### src/rtl/xmb_pkg.sv
package xmb_pkg;

    localparam int CTL_W   = 8;
    localparam int LIMIT_W = 3;
    localparam int WAIT_W  = 2;

    typedef enum logic [2:0] {
        PH_IDLE,
        PH_ADDR,
        PH_SETUP,
        PH_STROBE,
        PH_TAIL,
        PH_END
    } phase_e;

    typedef struct packed {
        logic               en;
        logic [LIMIT_W-1:0] lim;
        logic [WAIT_W-1:0]  w_hi;
        logic [WAIT_W-1:0]  w_lo;
    } ctl_t;

    // strobe cycles beyond the first one
    function automatic logic [1:0] extra_strobes(input logic [WAIT_W-1:0] code);
        case (code)
            2'b00:   return 2'd0;
            2'b01:   return 2'd1;
            default: return 2'd2;
        endcase
    endfunction

    // recovery cycle before the next address
    function automatic logic wants_tail(input logic [WAIT_W-1:0] code);
        return code == 2'b11;
    endfunction

endpackage

### src/rtl/xmb_cfg_reg.sv
module xmb_cfg_reg
    import xmb_pkg::*;
(
    input  logic             clk,
    input  logic             rst,
    input  logic             wr_en,
    input  logic [CTL_W-1:0] wdata,
    output ctl_t             cfg
);
    always_ff @(posedge clk) begin
        if (rst)        cfg <= '0;
        else if (wr_en) cfg <= ctl_t'(wdata);
    end
endmodule

### src/rtl/xmb_sector_sel.sv
module xmb_sector_sel
    import xmb_pkg::*;
#(
    parameter int ADDR_W = 16
) (
    input  logic [ADDR_W-1:0] addr,
    input  ctl_t              cfg,
    output logic [WAIT_W-1:0] wcode
);
    localparam int SHIFT = ADDR_W - LIMIT_W;

    logic below;
    // the top LIMIT_W address bits compared with the limit give addr < lim << SHIFT
    assign below = addr[ADDR_W-1:SHIFT] < cfg.lim;

    always_comb begin
        if (cfg.lim == '0) wcode = cfg.w_hi;
        else if (below)    wcode = cfg.w_lo;
        else               wcode = cfg.w_hi;
    end
endmodule

### src/rtl/xmb_seq.sv
module xmb_seq
    import xmb_pkg::*;
(
    input  logic              clk,
    input  logic              rst,
    input  logic              enable,
    input  logic              req_valid,
    input  logic [WAIT_W-1:0] wcode,
    output phase_e            phase,
    output logic              accept,
    output logic              last_strobe
);
    logic [1:0] cnt;
    logic       tail_q;

    assign accept      = (phase == PH_IDLE) && enable && req_valid;
    assign last_strobe = (phase == PH_STROBE) && (cnt == 2'd0);

    always_ff @(posedge clk) begin
        if (rst) begin
            phase  <= PH_IDLE;
            cnt    <= 2'd0;
            tail_q <= 1'b0;
        end else begin
            case (phase)
                PH_IDLE: if (accept) begin
                    phase  <= PH_ADDR;
                    cnt    <= extra_strobes(wcode);
                    tail_q <= wants_tail(wcode);
                end
                PH_ADDR:  phase <= PH_SETUP;
                PH_SETUP: phase <= PH_STROBE;
                PH_STROBE: begin
                    if (cnt == 2'd0) phase <= tail_q ? PH_TAIL : PH_END;
                    else             cnt   <= cnt - 2'd1;
                end
                PH_TAIL: phase <= PH_END;
                default: phase <= PH_IDLE;
            endcase
        end
    end
endmodule

### src/rtl/xmb_ctrl.sv
module xmb_ctrl
    import xmb_pkg::*;
#(
    parameter int ADDR_W = 16,
    parameter int DATA_W = 8
) (
    input  logic                     clk,
    input  logic                     rst,
    input  logic                     cfg_we,
    input  logic [CTL_W-1:0]         cfg_wdata,
    input  logic                     bus_hold_en,
    input  logic                     next_is_ram,
    input  logic                     req_valid,
    input  logic                     req_we,
    input  logic [ADDR_W-1:0]        req_addr,
    input  logic [DATA_W-1:0]        req_wdata,
    output logic                     req_ready,
    output logic [DATA_W-1:0]        req_rdata,
    output logic                     pins_active,
    output logic [DATA_W-1:0]        ad_out,
    output logic                     ad_oe,
    output logic                     ad_keep,
    input  logic [DATA_W-1:0]        ad_in,
    output logic [ADDR_W-DATA_W-1:0] ahi_out,
    output logic                     ahi_oe,
    output logic                     ale,
    output logic                     wr_n,
    output logic                     rd_n
);
    localparam int HI_W = ADDR_W - DATA_W;

    ctl_t              cfg;
    logic [WAIT_W-1:0] wcode;
    phase_e            phase;
    logic              accept;
    logic              last_strobe;

    logic [DATA_W-1:0] lo_q;
    logic [HI_W-1:0]   hi_q;
    logic              we_q;
    logic [DATA_W-1:0] wd_q;
    logic [DATA_W-1:0] rd_q;
    logic [DATA_W-1:0] last_q;

    logic drive_addr, drive_data, in_strobe;
    logic [DATA_W-1:0] drv_val;

    xmb_cfg_reg u_cfg (
        .clk   (clk),
        .rst   (rst),
        .wr_en (cfg_we),
        .wdata (cfg_wdata),
        .cfg   (cfg)
    );

    xmb_sector_sel #(.ADDR_W(ADDR_W)) u_sect (
        .addr  (req_addr),
        .cfg   (cfg),
        .wcode (wcode)
    );

    xmb_seq u_seq (
        .clk         (clk),
        .rst         (rst),
        .enable      (cfg.en),
        .req_valid   (req_valid),
        .wcode       (wcode),
        .phase       (phase),
        .accept      (accept),
        .last_strobe (last_strobe)
    );

    always_ff @(posedge clk) begin
        if (rst) begin
            lo_q <= '0;
            hi_q <= '0;
            we_q <= 1'b0;
            wd_q <= '0;
        end else if (accept) begin
            lo_q <= req_addr[DATA_W-1:0];
            hi_q <= req_addr[ADDR_W-1:DATA_W];
            we_q <= req_we;
            wd_q <= req_wdata;
        end
    end

    assign drive_addr = phase == PH_ADDR;
    assign drive_data = we_q && (phase == PH_SETUP || phase == PH_STROBE);
    assign in_strobe  = phase == PH_STROBE;
    assign drv_val    = drive_addr ? lo_q : wd_q;

    always_ff @(posedge clk) begin
        if (rst) begin
            rd_q   <= '0;
            last_q <= '0;
        end else if (last_strobe && !we_q) begin
            rd_q   <= ad_in;
            last_q <= ad_in;
        end else if (ad_oe) begin
            last_q <= drv_val;
        end
    end

    assign pins_active = cfg.en;
    assign ad_oe       = cfg.en && (drive_addr || drive_data);
    assign ad_keep     = cfg.en && bus_hold_en && !ad_oe;
    assign ad_out      = !cfg.en   ? '0 :
                         ad_oe     ? drv_val :
                         ad_keep   ? last_q : '0;
    assign ahi_oe      = cfg.en;
    assign ahi_out     = cfg.en ? hi_q : '0;
    assign ale         = cfg.en && (drive_addr || (phase == PH_END && next_is_ram));
    assign wr_n        = !(cfg.en && in_strobe && we_q);
    assign rd_n        = !(cfg.en && in_strobe && !we_q);
    assign req_ready   = phase == PH_END;
    assign req_rdata   = rd_q;
endmodule

### config.mk
export PLATFORM = sky130hd
export DESIGN_NAME = xmb_ctrl
export DESIGN_NICKNAME = d
export VERILOG_FILES = /design/src/rtl/xmb_pkg.sv /design/src/rtl/xmb_cfg_reg.sv /design/src/rtl/xmb_sector_sel.sv /design/src/rtl/xmb_seq.sv /design/src/rtl/xmb_ctrl.sv
export SDC_FILE = /design/constraint.sdc
export NUM_CORES = 1
export LEC_CHECK = 0
export BUFFER_PORTS_ARGS = -buffer_cell sky130_fd_sc_hd__clkbuf_2
export CORE_MARGIN = 4
export CORE_UTILIZATION = 40
export DETAILED_ROUTE_END_ITERATION = 8
export PLACE_DENSITY = 0.65
export SLEW_MARGIN = 20
export SYNTH_ARGS = -nofsm -noshare
export SYNTH_HDL_FRONTEND = slang
export SYNTH_SLANG_ARGS = --single-unit
export TNS_END_PERCENT = 100
### constraint.sdc
create_clock -name clk -period 2.2 [get_ports clk]
set_input_delay 0.55 -clock clk [delete_from_list [all_inputs] [get_ports clk]]
set_output_delay 0.55 -clock clk [all_outputs]
set_load 0.01 [all_outputs]
# Word-level counts from Yosys, hierarchy flattened

Cells that the tools add are included.

Reductions and logical operators: 29
$lt $le $gt $ge: 1
Add/sub/neg operators: 1
Mux-type cells: 17
Equality and inequality tests: 10

Operators by type and width:

| cell                  | number |
|---|---|
| $mux W8               | 7 |
| $pmux W3 S5           | 1 |
| $logic_and A1 B1 Y1   | 13 |
| $mux W2               | 4 |
| $pmux W2 S2           | 2 |
| $eq A3 B2 Y1 const B  | 2 |
| $eq A3 B3 Y1 const B  | 2 |
| $logic_not A3 Y1      | 2 |
| $mux W3               | 2 |
| $logic_not A1 Y1      | 4 |
| $logic_not A2 Y1      | 2 |
| $ne A2 B2 Y1 const B  | 2 |
| $reduce_and A2 Y1     | 2 |
| $reduce_bool A2 Y1    | 2 |
| $eq A3 B1 Y1 const B  | 1 |
| $logic_or A1 B1 Y1    | 3 |
| $lt A3 B3 Y1          | 1 |
| $reduce_and A3 Y1     | 1 |
| $eq A2 B1 Y1 const B  | 1 |
| $eq A2 B2 Y1 const B  | 1 |
| $ne A2 B1 Y1 const B  | 1 |
| $sub A2 B1 Y2 const B | 1 |
| $mux W1               | 1 |

Bits of input ports: 47
Logic and storage cells: 71
Register bits: 55

# Depth between registers and ports, before layout

Word-level depth: 10
Mapped depth: 7

# Cells and area by module

A second synthesis with hierarchy kept.

Cells, all modules: 266
Area total of the unflattened synthesis: 2,616.3 sq um

Modules (own cells, without submodules):

| module         | area an instance (sq um) | sequential area each (sq um) | times used | cells each |
|---|---|---|---|---|
| xmb_ctrl       | 1,884.3                  | 820.8                        | 1          | 190 |
| xmb_seq        | 357.8                    | 120.1                        | 1          | 40 |
| xmb_cfg_reg    | 285.3                    | 160.2                        | 1          | 26 |
| xmb_sector_sel | 88.8                     | 0.0                          | 1          | 10 |

# Worst setup path before layout

OpenSTA, ideal clock, no wires.

Path type: reg2out
From: register u_seq.phase[1]
To: output port ad_out[0]
Buffers on the path: 1
Arrival: 1.306 ns
Slack: 0.344 ns
Stages on the path, launching flop included: 6
Path through: dfxtp_1 -> buf_6 -> mux2_4 -> a21oi_2 -> nand2_1 -> nand2_1

Cells in the longest elaborated chain, start to end: 10

Ends and longest elaborated chain:

| item                     | line            | RTL |
|---|---|---|
| start: declaration       | xmb_seq.sv:9    | `output phase_e phase,` |
| start signal: assignment | xmb_seq.sv:34   | `if (cnt == 2'd0) phase <= tail_q ? PH_TAIL : PH_END;` |
| $eq A3 B2 Y1             | xmb_ctrl.sv:88  | `assign drive_data = we_q && (phase == PH_SETUP \|\| phase == PH_STROBE);` |
| $logic_or A1 B1 Y1       | xmb_ctrl.sv:88  |  |
| $logic_and A1 B1 Y1      | xmb_ctrl.sv:88  |  |
| $logic_or A1 B1 Y1 *     | xmb_ctrl.sv:105 | `assign ad_oe = cfg.en && (drive_addr \|\| drive_data);` |
| $logic_and A1 B1 Y1 *    | xmb_ctrl.sv:105 |  |
| $logic_not A1 Y1 *       | xmb_ctrl.sv:106 | `assign ad_keep = cfg.en && bus_hold_en && !ad_oe;` |
| $logic_and A1 B1 Y1 *    | xmb_ctrl.sv:106 |  |
| via ad_keep              | xmb_ctrl.sv:22  | `output logic ad_keep,` |
| $mux W8 *                | xmb_ctrl.sv:109 | `ad_keep ? last_q : '0;` |
| $mux W8 *                | xmb_ctrl.sv:108 | `ad_oe ? drv_val :` |
| $mux W8 *                | xmb_ctrl.sv:107 | `assign ad_out = !cfg.en ? '0 :` |
| end: declaration         | xmb_ctrl.sv:20  | `output logic [DATA_W-1:0] ad_out,` |

Mark *: on every way through the listed nets, which the timed path passes. The rest lies on a longest branch.

# Worst setup path after layout

From: register u_seq.phase[0]
To: output port ad_out[4]

Cells in the longest elaborated chain, start to end: 10

Ends and longest elaborated chain:

| item                | line |
|---|---|
| $eq A3 B2 Y1        | xmb_ctrl.sv:88 |
| $logic_or A1 B1 Y1  | xmb_ctrl.sv:88 |
| $logic_and A1 B1 Y1 | xmb_ctrl.sv:88 |
| $logic_or A1 B1 Y1  | xmb_ctrl.sv:105 |
| $logic_and A1 B1 Y1 | xmb_ctrl.sv:105 |
| $logic_not A1 Y1    | xmb_ctrl.sv:106 |
| $logic_and A1 B1 Y1 | xmb_ctrl.sv:106 |
| $mux W8             | xmb_ctrl.sv:109 |
| $mux W8 *           | xmb_ctrl.sv:108 |
| $mux W8 *           | xmb_ctrl.sv:107 |

Every way passes the cells marked *; elsewhere a longest branch is shown, timed or not.

==> results.json <==
{
  "ys_seq_area_frac": 0.443,
  "antenna_found_initial": 0,
  "die_x_um": 86.8,
  "cap_violations": 0,
  "die-area_um2": 7540,
  "min_period_over_period": 0.981,
  "first_global_vias": 2064,
  "grt_first_pass_wirelength_mm": 9.39,
  "hold_path.class": "register to register",
  "r2r-start": "u_cfg.cfg[5]",
  "fmax_mhz": 463,
  "portBuffers": 78,
  "fp-row-count": 28,
  "routabilityCongestion": 0.804,
  "ys_warn_count": 0,
  "r2r_slack_ns": 0.48,
  "yosys-top-cells-area": "dfxtp_1 (44%), nand2_1 (15%), a21oi_1 (7.3%), mux2i_1 (4.0%), mux2_2 (3.6%)",
  "via_count": 2292,
  "grtUsageTotal": 0.153,
  "cts_buffer_depth": 2,
  "first_iter_violations": 106,
  "core_area_um2": 5990,
  "critical_path_class": "register to output port",
  "hold_end": "hi_q[6]",
  "io_pins": 79,
  "nets": 435,
  "relSlewSlack": 0.611,
  "status": "complete, no violations",
  "arrival_ns": 1.61,
  "grt_max_degree": 31,
  "finalPower_mw": 1.85,
  "yosysTopAreaCellShare": 0.443,
  "drc_errors": 0,
  "synthesis.instances": 305,
  "finalHoldViolCount": 0,
  "hpwl_mm": 4.22,
  "clock-sinks": 55,
  "rsz0062_at_grt": "yes",
  "vdd_drop_max_v": 0.000322,
  "cts_tree": "done",
  "numCtsBuffers": 5,
  "multiInputGateArea_um2": 1350,
  "crit_required_ns": 1.65,
  "synth.cell_area_um2": 2480,
  "gr-total-overflow": 0,
  "path_clk_slew_ns": 0.10,
  "antenna_cells": 0,
  "root_buffer": "clkbuf_8",
  "num-fill-cells": 588,
  "viasPerCell": 4.97,
  "htreeDepth": 2,
  "syn_to_final_growth_pct": 28.8,
  "drive_gt1_frac": 0.339,
  "ant_nets": 0,
  "period_minus_slack_ns": 2.16,
  "synth_top_area_cell": "dfxtp_1",
  "r2r_end": "u_seq.cnt[0]",
  "die_h_um": 86.8,
  "critPathMaxFanout": 8,
  "final-seq-area_um2": 1110,
  "final_common_cell": "nand2_1",
  "worstMarginPinSlew_ns": 0.584,
  "min-delay-start": "hi_q[6]",
  "synth.avg_cell_area_um2": 8.15,
  "start_kind": "register",
  "wl_per_cell_um": 13.1,
  "start_util": 0.415,
  "drt-pass1-iter-count": 4,
  "drv_slew": 0,
  "leakage_nw": 1.39,
  "final.setup_skew_ns": 0.00465,
  "hold_depth": 2,
  "crit_path_end_kind": "output port",
  "synth_cell_types": 39,
  "wirelength_mm": 6.04,
  "tns_ns": 0,
  "most-common-layout-cells": "nand2_1 (92), clkbuf_2 (72), dfxtp_1 (52), a21oi_1 (36), nor2_1 (13)",
  "p_per_area_nw_per_um2": 579,
  "ys_ff_latch": 55,
  "r2r_cells": 6,
  "finalSetupViolations": 0,
  "clk_latency_ns": 0.30,
  "syn_nets": 355
}
-- where the power goes --
group / internal, mW / switching [mW] / leakage, nW
Clock: 0.258 / 0.335 / 0.0474
Sequential: 1.02 / 0.0190 / 0.448
Combinational: 0.103 / 0.114 / 0.892
-- through the flow --
stage | utilization | instance area, µm² | hold slack [ns] | std cells | worst slack, ns
6_report | 0.534 | 3200 | 0.455 | 461 | 0.0419
5_1_grt | 0.534 | 3200 | 0.447 | 461 | -0.0463
4_1_cts | 0.512 | 3070 | 0.450 | 456 | -0.000300
3_5_place_dp | 0.491 | 2940 | 0.442 | 447 | 0.204
3_3_place_gp | 0.491 | 2940 | 0.437 | 447 | 0.215
2_1_floorplan | - | 2480 | 0.432 | 305 | 0.344
-- layout make-up --
| class | count | share of cell area |
|---|---|---|
| clock buffers | 6 | 0.0258 |
| clock inverters | 2 | 0.00508 |
| inverters | 6 | 0.00821 |
| multi-input cells | 226 | 0.423 |
| flip-flops and latches | 55 | 0.346 |
| well taps | 75 | 0.0293 |
| repair buffers | 91 | 0.163 |
-- state kept, by name (all words and copies together) (netlist names) --
| name | flops |
|---|---|
| hi_q | 8 |
| we_q | 1 |
| u_seq.cnt | 2 |
| u_seq.tail_q | 1 |
| wd_q | 8 |
| req_rdata | 8 |
| last_q | 8 |
| u_cfg.cfg | 8 |
| lo_q | 8 |
| u_seq.phase | 3 |
-- cell usage after synthesis, drive strengths merged --
| cell | n |
|---|---|
| nand2 | 102 |
| dfxtp | 55 |
| a21oi | 37 |
| nor2 | 14 |
| buf | 12 |
| and2 | 10 |
| mux2i | 10 |
| a31oi | 9 |
| mux2 | 9 |
| clkbuf | 8 |
| inv | 6 |
| ha | 3 |
| nand2b | 3 |
| nand3 | 3 |
| nand3b | 3 |
| a211oi | 2 |
| and3 | 2 |
| nor3 | 2 |
| a2111oi | 1 |
| a21boi | 1 |
| a32oi | 1 |
| a41o | 1 |
| and3b | 1 |
| nand4bb | 1 |
| nor2b | 1 |
| nor3b | 1 |
| nor4b | 1 |
| o2111a | 1 |
| o21a | 1 |
| o21bai | 1 |
| o2bb2ai | 1 |
| or3 | 1 |
| or3b | 1 |
-- what timing repair did --
| item | in CTS | in global routing |
|---|---|---|
| resized for setup | 7 | 32 |
| hold buffers | 0 | 0 |
| gates cloned | 0 | 2 |
| hold endpoints to repair | 0 | 0 |
| pin swaps | 0 | 9 |
| endpoints found under the setup margin | 9 | 8 |
| setup buffers | 1 | 3 |
-- critical path: stages (launching register included) --
cell and delay [ns]:
dfxtp_4 0.37, nor3b_4 0.18, buf_6 0.19, mux2_4 0.32
nand2_2 0.09, nand2_1 0.05, clkbuf_2 0.12
-- cells by family (layout without fill, tap and decap cells) --
family | count (synthesis) | count (layout) | synth area share
multiplexers | 19 | 19 | 0.0826
AND/OR/NAND/NOR | 146 | 147 | 0.265
adder cells (fa/ha/maj) | 3 | 3 | 0.0151
AO/OA/AOI/OAI | 56 | 57 | 0.143
buffers and inverters | 26 | 105 | 0.0519
flip-flops | 55 | 55 | 0.443
-- routing by layer --
layer,track usage,routed length [µm],vias up
met2,0.252,2900,57
met5,0,0,-
met1,0.209,2790,1053
li1,-,-,1178
met4,0.0340,34,0
met3,0.0285,317,4
-- worst max-delay path by stage --
stage,slack [ns],start,endpoint
detailed placement,0.20,req_addr[14],u_seq.cnt[0]
floorplan,0.34,u_seq.phase[1],ad_out[0]
global placement,0.22,req_addr[14],u_seq.cnt[0]
CTS,-0.0003,u_seq.phase[0],ad_out[5]
global route,-0.05,u_seq.phase[0],ad_out[0]
finish,0.04,u_seq.phase[0],ad_out[4]
Note: power is estimated with default switching activity, not from simulation.
